### src/rtl/wrc_pkg.sv
// Package: shared constants for the warm reset control unit.
// Assumes: request vector index order below is used by every module.
package wrc_pkg;
    localparam int DATA_W   = 32;
    localparam int NSRC     = 4;
    // request indices
    localparam int SRC_DBG  = 0;
    localparam int SRC_CPU  = 1;
    localparam int SRC_LOCK = 2;
    localparam int SRC_WDT  = 3;
    // register bit positions
    localparam int BIT_WDT  = 0;
    localparam int BIT_LOCK = 1;
    localparam int BIT_EN   = 2;
    localparam int USED_W   = 3;
endpackage

### src/rtl/wrc_source_gate.sv
// Module: wrc_source_gate
// Detects a rising edge on each reset request and applies debug masking.
// Assumes: requests are synchronous to clk; index SRC_DBG is the debug reset.
module wrc_source_gate
    import wrc_pkg::*;
#(
    parameter int N = NSRC
) (
    input  logic         clk,
    input  logic         rst_n,
    input  logic [N-1:0] src_i,
    output logic [N-1:0] rise_o,
    output logic         req_o
);
    logic [N-1:0] src_q;
    logic [N-1:0] pass;

    // Remember last cycle's request levels.
    always_ff @(posedge clk) begin
        if (!rst_n) src_q <= '0;
        else        src_q <= src_i;
    end

    // Per-request edge detection and masking.
    generate
        for (genvar i = 0; i < N; i++) begin : g_src
            assign rise_o[i] = src_i[i] & ~src_q[i];
            if (i == SRC_DBG) begin : g_dbg
                assign pass[i] = rise_o[i];
            end else begin : g_other
                assign pass[i] = rise_o[i] & ~src_i[SRC_DBG];
            end
        end
    endgenerate

    // Any surviving edge is a qualified request.
    always_comb begin
        req_o = |pass;
    end

    AST_DBG_MASK: assert property (@(posedge clk) disable iff (!rst_n)
        (src_i[SRC_DBG] && !rise_o[SRC_DBG]) |-> !req_o);
endmodule

### src/rtl/wrc_status_reg.sv
// Module: wrc_status_reg
// Holds the enable bit and the sticky watchdog/lockup flags.
// Assumes: a read strobe clears both flags at the edge ending the read cycle.
module wrc_status_reg (
    input  logic clk,
    input  logic rst_n,
    input  logic wdt_ev_i,
    input  logic lock_ev_i,
    input  logic rd_clr_i,
    input  logic wr_i,
    input  logic wr_en_bit_i,
    output logic wdt_flag_o,
    output logic lock_flag_o,
    output logic enable_o
);
    // Sticky flags: a new event wins over a read clear.
    always_ff @(posedge clk) begin
        if (!rst_n) begin
            wdt_flag_o  <= 1'b0;
            lock_flag_o <= 1'b0;
        end else begin
            wdt_flag_o  <= wdt_ev_i  | (wdt_flag_o  & ~rd_clr_i);
            lock_flag_o <= lock_ev_i | (lock_flag_o & ~rd_clr_i);
        end
    end

    // Enable bit: software writable, cleared only by power-on reset.
    always_ff @(posedge clk) begin
        if (!rst_n)    enable_o <= 1'b0;
        else if (wr_i) enable_o <= wr_en_bit_i;
    end

    AST_WDT_STICKY:  assert property (@(posedge clk) disable iff (!rst_n)
        (wdt_flag_o && !rd_clr_i) |=> wdt_flag_o);
    AST_LOCK_STICKY: assert property (@(posedge clk) disable iff (!rst_n)
        (lock_flag_o && !rd_clr_i) |=> lock_flag_o);
    AST_RD_CLEARS:   assert property (@(posedge clk) disable iff (!rst_n)
        (rd_clr_i && !wdt_ev_i && !lock_ev_i) |=> (!wdt_flag_o && !lock_flag_o));
    AST_EV_WINS:     assert property (@(posedge clk) disable iff (!rst_n)
        wdt_ev_i |=> wdt_flag_o);
endmodule

### src/rtl/wrc_pulse_gen.sv
// Module: wrc_pulse_gen
// Turns a qualified request into one registered pulse on one of two outputs.
// Assumes: req_i is high for a single cycle per request (edge based).
module wrc_pulse_gen (
    input  logic clk,
    input  logic rst_n,
    input  logic req_i,
    input  logic enable_i,
    output logic warm_o,
    output logic pin_o
);
    // Steer the request by the enable value held this cycle.
    always_ff @(posedge clk) begin
        if (!rst_n) begin
            warm_o <= 1'b0;
            pin_o  <= 1'b0;
        end else begin
            warm_o <= req_i & ~enable_i;
            pin_o  <= req_i &  enable_i;
        end
    end

    AST_OUT_EXCL: assert property (@(posedge clk) disable iff (!rst_n)
        !(warm_o && pin_o));
    AST_WARM_ONE: assert property (@(posedge clk) disable iff (!rst_n)
        warm_o |=> !warm_o);
    AST_PIN_ONE:  assert property (@(posedge clk) disable iff (!rst_n)
        pin_o |=> !pin_o);
endmodule

### src/rtl/warm_reset_ctrl.sv
// Module: warm_reset_ctrl (top)
// Collects four warm reset requests, emits a warm or emulated pin reset
// pulse, and exposes enable and sticky status through one register.
// Assumes: synchronous requests, one-cycle bus strobes.
module warm_reset_ctrl
    import wrc_pkg::*;
(
    input  logic              clk,
    input  logic              rst_n,
    input  logic              dbg_sysrst_i,
    input  logic              cpu_rstreq_i,
    input  logic              lockup_i,
    input  logic              wdt_timeout_i,
    input  logic              bus_rd_i,
    input  logic              bus_wr_i,
    input  logic [DATA_W-1:0] bus_wdata_i,
    output logic [DATA_W-1:0] bus_rdata_o,
    output logic              warm_rst_o,
    output logic              pin_rst_o
);
    logic [NSRC-1:0] src_vec;
    logic [NSRC-1:0] rise;
    logic            req;
    logic            wdt_flag;
    logic            lock_flag;
    logic            enable;
    logic            unused_wdata;

    assign src_vec[SRC_DBG]  = dbg_sysrst_i;
    assign src_vec[SRC_CPU]  = cpu_rstreq_i;
    assign src_vec[SRC_LOCK] = lockup_i;
    assign src_vec[SRC_WDT]  = wdt_timeout_i;
    assign unused_wdata = ^{bus_wdata_i[DATA_W-1:USED_W], bus_wdata_i[BIT_LOCK:BIT_WDT]};

    wrc_source_gate #(.N(NSRC)) u_gate (
        .clk    (clk),
        .rst_n  (rst_n),
        .src_i  (src_vec),
        .rise_o (rise),
        .req_o  (req)
    );

    wrc_status_reg u_stat (
        .clk         (clk),
        .rst_n       (rst_n),
        .wdt_ev_i    (rise[SRC_WDT]),
        .lock_ev_i   (rise[SRC_LOCK]),
        .rd_clr_i    (bus_rd_i),
        .wr_i        (bus_wr_i),
        .wr_en_bit_i (bus_wdata_i[BIT_EN]),
        .wdt_flag_o  (wdt_flag),
        .lock_flag_o (lock_flag),
        .enable_o    (enable)
    );

    wrc_pulse_gen u_pulse (
        .clk      (clk),
        .rst_n    (rst_n),
        .req_i    (req),
        .enable_i (enable),
        .warm_o   (warm_rst_o),
        .pin_o    (pin_rst_o)
    );

    // Assemble the read view; reserved bits are zero.
    always_comb begin
        bus_rdata_o           = '0;
        bus_rdata_o[BIT_WDT]  = wdt_flag;
        bus_rdata_o[BIT_LOCK] = lock_flag;
        bus_rdata_o[BIT_EN]   = enable;
    end

    AST_EN_HOLD: assert property (@(posedge clk) disable iff (!rst_n)
        (!bus_wr_i) |=> $stable(bus_rdata_o[BIT_EN]));
    AST_PIN_NEEDS_EN: assert property (@(posedge clk) disable iff (!rst_n)
        pin_rst_o |-> $past(bus_rdata_o[BIT_EN]));
endmodule

### config.mk
export PLATFORM = sky130hd
export DESIGN_NAME = warm_reset_ctrl
export DESIGN_NICKNAME = d
export VERILOG_FILES = /design/src/rtl/wrc_pkg.sv /design/src/rtl/wrc_source_gate.sv /design/src/rtl/wrc_status_reg.sv /design/src/rtl/wrc_pulse_gen.sv /design/src/rtl/warm_reset_ctrl.sv
export SDC_FILE = /design/constraint.sdc
export NUM_CORES = 1
export LEC_CHECK = 0
export ABC_CLOCK_PERIOD_IN_PS = 2550
export BUFFER_PORTS_ARGS = -buffer_cell sky130_fd_sc_hd__buf_2
export CAP_MARGIN = 20
export CORE_MARGIN = 10
export CORE_UTILIZATION = 33
export CTS_CLUSTER_DIAMETER = 30
export DETAILED_ROUTE_END_ITERATION = 8
export PLACE_DENSITY = 0.84
export SYNTH_ARGS = -nofsm -noshare
export SYNTH_HDL_FRONTEND = slang
export SYNTH_SLANG_ARGS = --single-unit
### constraint.sdc
create_clock -name clk -period 2.55 [get_ports clk]
set_input_delay 0.1275 -clock clk [delete_from_list [all_inputs] [get_ports clk]]
set_output_delay 0.1275 -clock clk [all_outputs]
set_load 0.02 [all_outputs]
# After elaboration in Yosys (flattened, before gate mapping)
# Index checks and enable logic that the tools add are counted.
[totals]
ff_bits = 9
output_inout_bits = 34
elab_cells = 27
[classes]
n_bitwise = 20
reduce_logical = 1
[ops]
columns = ["cell", "count"]
rows = [
  ["$and 1x1->1", 11],
  ["$not 1->1", 7],
  ["$reduce_or 4->1", 1],
  ["$or 1x1->1", 2],
]

# Depth between registers and ports, before layout
# Gate-level depths: netlist (run 1).
[logic_depth]
ltp_word = 5
ltp_mapped = 3
depth_no_buf = 3

# By module
# A second synthesis (run 1) with hierarchy kept.
[hier_totals]
cells_unflattened = 60
area_unflattened_um2 = 558.0
[by_module_without_submodules]
columns = ["module", "instances", "cells_each", "area_per_inst_um2", "seq_area_each_um2"]
rows = [
  ["warm_reset_ctrl", 1, 33, 244.0, 0.0],
  ["wrc_source_gate", 1, 14, 153.9, 80.1],
  ["wrc_status_reg", 1, 9, 103.8, 60.1],
  ["wrc_pulse_gen", 1, 4, 56.3, 40.0],
]

# Worst setup path before layout (run 1)
# No wires, ideal clock.
[synth_path]
kind = "flip-flop to flip-flop"
start = "register u_gate.src_q[3]"
end = "register u_pulse.pin_o"
arrival_ns = 0.774
path_slack_ns = 1.648
path_stages_with_launch = 4
synth_period_minus_slack_ns = 0.902
cell_sequence = "dfxtp_1 nor2b_4 a2111oi_4 nor3b_1"
[synth_between]
elab_chain_cells = 5
[synth_lines]
columns = ["element", "line_no", "text"]
rows = [
  ["from (decl)", "wrc_source_gate.sv:15", "logic [N-1:0] src_q;"],
  ["from (signal assigned)", "wrc_source_gate.sv:21", "else src_q <= src_i;"],
  ["$not 1->1", "wrc_source_gate.sv:27", "assign rise_o[i] = src_i[i] & ~src_q[i];"],
  ["$and 1x1->1", "wrc_source_gate.sv:27", ""],
  ["$and 1x1->1", "wrc_source_gate.sv:31", "assign pass[i] = rise_o[i] & ~src_i[SRC_DBG];"],
  ["$reduce_or 4->1", "wrc_source_gate.sv:38", "req_o = |pass;"],
  ["$and 1x1->1", "wrc_pulse_gen.sv:19", "pin_o <= req_i & enable_i;"],
  ["to (signal assigned)", "wrc_pulse_gen.sv:19", ""],
  ["to (decl)", "wrc_pulse_gen.sv:10", "output logic pin_o"],
]
# Every way passes these cells.
# A chain may end at the register's enable or synchronous reset.

# Worst setup path in the final report (run 1)
# Ends and elaborated chain as after synthesis.

==> run_results.csv, run 1 <==
group,metric,value,unit
logic_synthesis,ys_warn_count,0,
drt,via_per_inst,3.53,
sta,fin_crit,0.970,ns
floorplanning,fp-row-count,14,
power,ir_drop,0.000184,V
power,power.switching,0.000107,W
clocking,cts_sinks,9,
floorplanning,dieHeight,61.5,um
floorplanning,ios,74,
finish,n_antenna_cell,0,
finish,nFillCells,169,
finish,final_cells,89,
setup_path,crit_path_end_kind,"register",
logic_synthesis,mappedNetlistArea,568,um^2
global_routing,antenna_found_initial,0,
placed_design,dp_hpwl,933,um
sta,final-setup-viol-count,0,
global_routing,grt_pass1_wl,1390,um
drt,vias,314,
clocking,cts_tree,"yes",
finish,drive_gt1_frac,0.274,
logic_synthesis,ys_ff_latch,9,
placed_design,dpl.cell_count,85,
logic_synthesis,synth_compound_area_frac,0.0749,
drt,ant_nets,0,
global_routing,grt_max_degree,9,
power,p_int,0.000227,W
clocking,ctsRootBufferMaster,"clkbuf_4",
logic_synthesis,avgSynthCellArea,9.47,um^2
clocking,cts.repair.resized,0,
power,pwr-share-comb,0.228,
logic_synthesis,synth_cell_types,15,
clocking,path_clk_slew,0.06,ns
power,p_leak,0.292,nW
clocking,htree_levels,1,
finish,nNetsFinal,114,
logic_synthesis,synthAdderAreaFrac,0,
logic_synthesis,synth-simple-area-share,0.154,
hold_path,min_path_type,"in -> reg",
floorplanning,die-area,3780,um^2
placed_design,port_buffers,13,
finish,final_cell_mix,"29 x conb_1, 13 x buf_2, 9 x dfxtp_1",
logic_synthesis,synth_top_family_by_area,"buffers and inverters",
sta,rsz0062_at_grt,"false",
finish,regArea,180,um^2
floorplanning,die_w,61.5,um
drt,drt-pass1-iter-count,2,
run,drv_cap,0,
logic_synthesis,yosysSeqAreaShare,0.317,
floorplanning,core_region_area,1560,um^2
setup_path,cp.arrival,1.10,ns
sta,min_period_over_period,0.381,
floorplanning,start_util,0.364,
setup_path,worstSetupPathType,"reg -> reg",
finish,syn_to_final_growth,-4.19,%
global_routing,grt-ovfl-total,0,
power,seqPwrFrac,0.457,
run_status,status,"complete, no violations",
sta,tns,0,ns
sta,finClkSkew,0.00597,ns
setup_path,r2r_slack,1.58,ns
sta,slew_viol_final,0,
drt,drtIter0Drc,2,
setup_path,critical_path.startpoint_type,"register",
sta,hold_viol,0,
global_routing,grt_usage,0.0522,
sta,fmax,1.03,GHz
finish,layout_commonest_cell,"conb_1",
clocking,postCtsSetupBuffers,0,
power,power_density,613,nW/um^2
placed_design,gp_congestion,0.683,
logic_synthesis,synth_xor_area_frac,0,
power,p_sw_frac,0.320,
drt,routedWlPerCell,11.3,um
power,clockPowerShare,0.315,
drt,drc,0,
clocking,cts_buffers,3,
drt,drt-total-wl,1010,um
setup_path,crit_required,2.68,ns
logic_synthesis,synth.area.mux_share,0.0176,
clocking,insertion_delay,0.25,ns
setup_path,cp_max_fo,2,
logic_synthesis,synth_cells,60,
global_routing,grt_pass1_vias,321,
clocking,clockBufferDepth,2,
finish,multi_input_area,249,um^2
clocking,ctsHoldBuffers,0,
critical path, cell delays in order (launching register included):
cell,delay (ns)
dfxtp_1,0.36
nor2b_4,0.06
a2111oi_4,0.34
nor3b_1,0.09
path summary, 6_finish.rpt:
check / from / end / depth (start not counted)
worst max-delay path: u_gate.src_q[3]$_SDFF_PN0_ / u_pulse.pin_o$_SDFF_PN0_ / 3
worst min-delay path: lockup_i / u_gate.src_q[2]$_SDFF_PN0_ / 2
worst max register to register: u_gate.src_q[3]$_SDFF_PN0_ / u_pulse.pin_o$_SDFF_PN0_ / 3
worst min register to register: u_stat.enable_o$_SDFFE_PN0P_ / u_pulse.warm_o$_SDFF_PN0_ / 1
area by class of cell:
type                            instances  area share
Sequential cell                         9       0.331
Tap cell                               16      0.0368
Clock buffer                            4      0.0483
Multi-Input combinational cell         46       0.457
Timing Repair Buffer                   13       0.120
Inverter                                1     0.00690
registers in the layout (all words and copies together) (netlist names):
| signal | cells |
|---|---|
| u_stat.wdt_flag_o | 1 |
| u_pulse.pin_o | 1 |
| u_pulse.warm_o | 1 |
| u_stat.lock_flag_o | 1 |
| u_stat.enable_o | 1 |
| u_gate.src_q | 4 |
cells in the mapped netlist:
| master | number | area share |
|---|---|---|
| buf_4 | 32 | 0.42 |
| dfxtp_1 | 9 | 0.32 |
| and2_1 | 3 | 0.033 |
| nor2b_1 | 3 | 0.033 |
| nand2_1 | 2 | 0.013 |
| o21a_1 | 2 | 0.026 |
| a2111oi_4 | 1 | 0.048 |
| and2_2 | 1 | 0.013 |
| conb_1 | 1 | 0.0066 |
| inv_1 | 1 | 0.0066 |
| mux2i_1 | 1 | 0.018 |
| nor2b_2 | 1 | 0.015 |
| nor2b_4 | 1 | 0.024 |
| nor3_1 | 1 | 0.0088 |
| nor3b_1 | 1 | 0.013 |
logic make-up (layout without fill, tap and decap cells):
group	after synthesis	count (layout)
compound gates	3	3
buf+inv	33	18
flops	9	9
mux	1	1
other cells	1	29
simple gates	13	13
power groups by stage:
stage,combinational (W),sequential [W],clock [W]
after floorplan,0.0000943,0.000158,0
after global placement,0.0000735,0.000155,0
after detailed placement,0.0000745,0.000156,0
after CTS,0.0000746,0.000153,0.000111
after global routing,0.0000830,0.000153,0.000120
final,0.0000761,0.000153,0.000105
metrics by stage:
stage	cell area, um^2	util	hold slack [ns]	setup slack, ns	total power [W]
global route	544	0.349	0.102	1.54	0.000356
global placement	518	0.332	0.350	1.62	0.000229
finish	544	0.349	0.0980	1.58	0.000334
detailed placement	518	0.332	0.353	1.60	0.000230
floorplan	673	-	0.245	1.65	0.000252
CTS	544	0.349	0.0876	1.58	0.000338
per-layer routing:
layer | part of all wire | up-vias | track usage
li1 | - | 152 | -
met1 | 0.33 | 138 | 0.0417
met2 | 0.50 | 24 | 0.0864
met3 | 0.17 | 0 | 0.0391
met4 | 0 | 0 | 0.0382
met5 | 0 | - | 0
Note: power is estimated with default switching activity, not from simulation.
==> run 2: changes to the inputs <==
Settings changed: ABC_CLOCK_PERIOD_IN_PS 2550 to 980, CORE_UTILIZATION 33 to 30, PLACE_DENSITY 0.84 to 0.77.
Clock period 2.55 ns to 0.98 ns, I/O delays scaled along.
==> run 2 against run 1 <==
Core utilization fell by 2.4 points; first-iteration DRC count fell by 50%; non-clock buffer count up 1; fmax rose by 1.1%; routed wire length fell by 0.30%; critical endpoint unchanged; worst setup slack worse by 1.6 ns; count of clock-buffer cells in the layout fell by 1; critical path depth did not move; clock skew shrank 0.0019 ns.
==> run_results.csv, run 2 (synthesis gave the netlist of run 1 again) <==
group,metric,value,unit
sta,finClkSkew,0.00409,ns
setup_path,r2r-end,"u_pulse.pin_o$_SDFF_PN0_",
run_status,status,"complete, no violations",
finish,syn_to_final_growth,0.881,%
setup_path,r2r_slack,0.02,ns
drt,routedWlPerCell,10.2,um
sta,hold_viol,0,
clocking,insertion_delay,0.26,ns
setup_path,r2r-start,"u_gate.src_q[3]$_SDFF_PN0_",
floorplanning,dieHeight,63.5,um
floorplanning,ios,74,
sta,fin_crit,0.960,ns
sta,fin_hold_ws,0.0217,ns
placed_design,port_buffers,13,
global_routing,grt_max_degree,9,
floorplanning,die_w,63.5,um
finish,multi_input_area,254,um^2
floorplanning,die-area,4030,um^2
setup_path,crit_required,1.12,ns
sta,min_period_over_period,0.979,
finish,regMostFlops,"u_gate.src_q",
run,drv_cap,0,
setup_path,critical_path.startpoint_type,"register",
drt,drtIter0Drc,1,
sta,final-setup-viol-count,0,
setup_path,cp.arrival,1.10,ns
power,power_density,1550,nW/um^2
global_routing,grt-ovfl-total,0,
placed_design,dp_hpwl,910,um
finish,regArea,181,um^2
global_routing,grt_usage,0.0482,
clocking,path_clk_slew,0.07,ns
finish,final_cell_mix,"29 x conb_1, 13 x buf_2, 8 x dfxtp_1",
sta,slew_viol_final,0,
finish,stdcell_area,573,um^2
finish,n_antenna_cell,0,
drt,ant_nets,0,
drt,vias,313,
clocking,cts_tree,"yes",
floorplanning,fp-row-count,15,
floorplanning,core_region_area,1760,um^2
hold_path,min_to,"u_gate.src_q[3]$_SDFF_PN0_",
hold_path,hold_start,"wdt_timeout_i",
clocking,postCtsSetupBuffers,0,
setup_path,worstSetupPathType,"reg -> reg",
setup_path,cp_max_fo,2,
setup_path,reg2regPathDepth,3,
clocking,ctsRootBufferMaster,"clkbuf_4",
power,p_leak,0.301,nW
sta,rsz0062_at_grt,"false",
setup_path,crit_path_end_kind,"register",
global_routing,grt_pass1_vias,348,
floorplanning,start_util,0.322,
sta,fin_ws,0.0203,ns
finish,nNetsFinal,115,
clocking,htree_levels,1,
placed_design,dpl-instance-area,529,um^2
drt,drt-pass1-iter-count,2,
sta,tns,0,ns
finish,drive_gt1_frac,0.311,
global_routing,grt_pass1_wl,1580,um
hold_path,worstHoldPathCells,2,
sta,fmax,1.04,GHz
finish,layout_commonest_cell,"conb_1",
clocking,cts_sinks,9,
finish,largest_register_ffs,4,
setup_path,startpoint,"u_gate.src_q[3]$_SDFF_PN0_",
placed_design,dp_slack,0.0242,ns
drt,via_per_inst,3.16,
global_routing,antenna_found_initial,0,
drt,drc,0,
hold_path,min_path_type,"in -> reg",
power,ir_drop,0.000491,V
finish,nFillCells,196,
placed_design,gp_congestion,0.636,
clocking,clockBufferDepth,2,
drt,drt-total-wl,1010,um
clocking,cts_buffers,3,
==> run 2: layout make-up <==
type / instances / area share
multi-input combinational: 46 / 0.443
timing repair buffer: 14 / 0.131
inverter: 1 / 0.00655
tap: 25 / 0.0546
sequential: 9 / 0.317
clock buffer: 3 / 0.0393
clock inverter: 1 / 0.00873
==> run 2: worst max path at each step <==
stage	depth (start not counted)	endpoint	slack, ns
floorplan	3	u_pulse.pin_o$_SDFF_PN0_	0.08
global placement	3	u_pulse.pin_o$_SDFF_PN0_	0.04
detailed placement	3	u_pulse.pin_o$_SDFF_PN0_	0.02
CTS	3	u_pulse.pin_o$_SDFF_PN0_	0.02
global route	3	u_pulse.pin_o$_SDFF_PN0_	0.008
finish	3	u_pulse.pin_o$_SDFF_PN0_	0.02
==> run 2: repair_timing <==
item                       in CTS  in global routing
hold buffers                    1                  0
setup endpoints to repair       1                  2
pin swaps                       0                  2
resized for setup               1                  1
hold endpoints to repair        1                  0
==> run 2: power by group <==
part / total [W] / switching, W / internal [W]
Combinational: 0.000203 / 0.000153 / 0.0000494
Sequential: 0.000396 / 0.00000815 / 0.000388
Clock: 0.000286 / 0.000136 / 0.000151
==> run 2: critical path: stages (launching register included) <==
cell and delay [ns]:
dfxtp_2 0.34, nor2b_4 0.05, a2111oi_4 0.37, nor3b_2 0.09
==> run 2: stage by stage <==
step / utilization / instances / total power (W)
after detailed placement: 0.300 / 94 / 0.000598
after CTS: 0.322 / 99 / 0.000895
after global routing: 0.325 / 99 / 0.000947
after global placement: 0.300 / 94 / 0.000596
after floorplan: - / 88 / 0.000656
final: 0.325 / 99 / 0.000885
==> run 2: metal layers <==
metal	vias to the layer above	wire, um	track usage
met3	0	133	0.0371
met1	135	422	0.0500
met2	24	451	0.0691
met4	0	0	0.0246
li1	154	-	-
met5	-	0	0
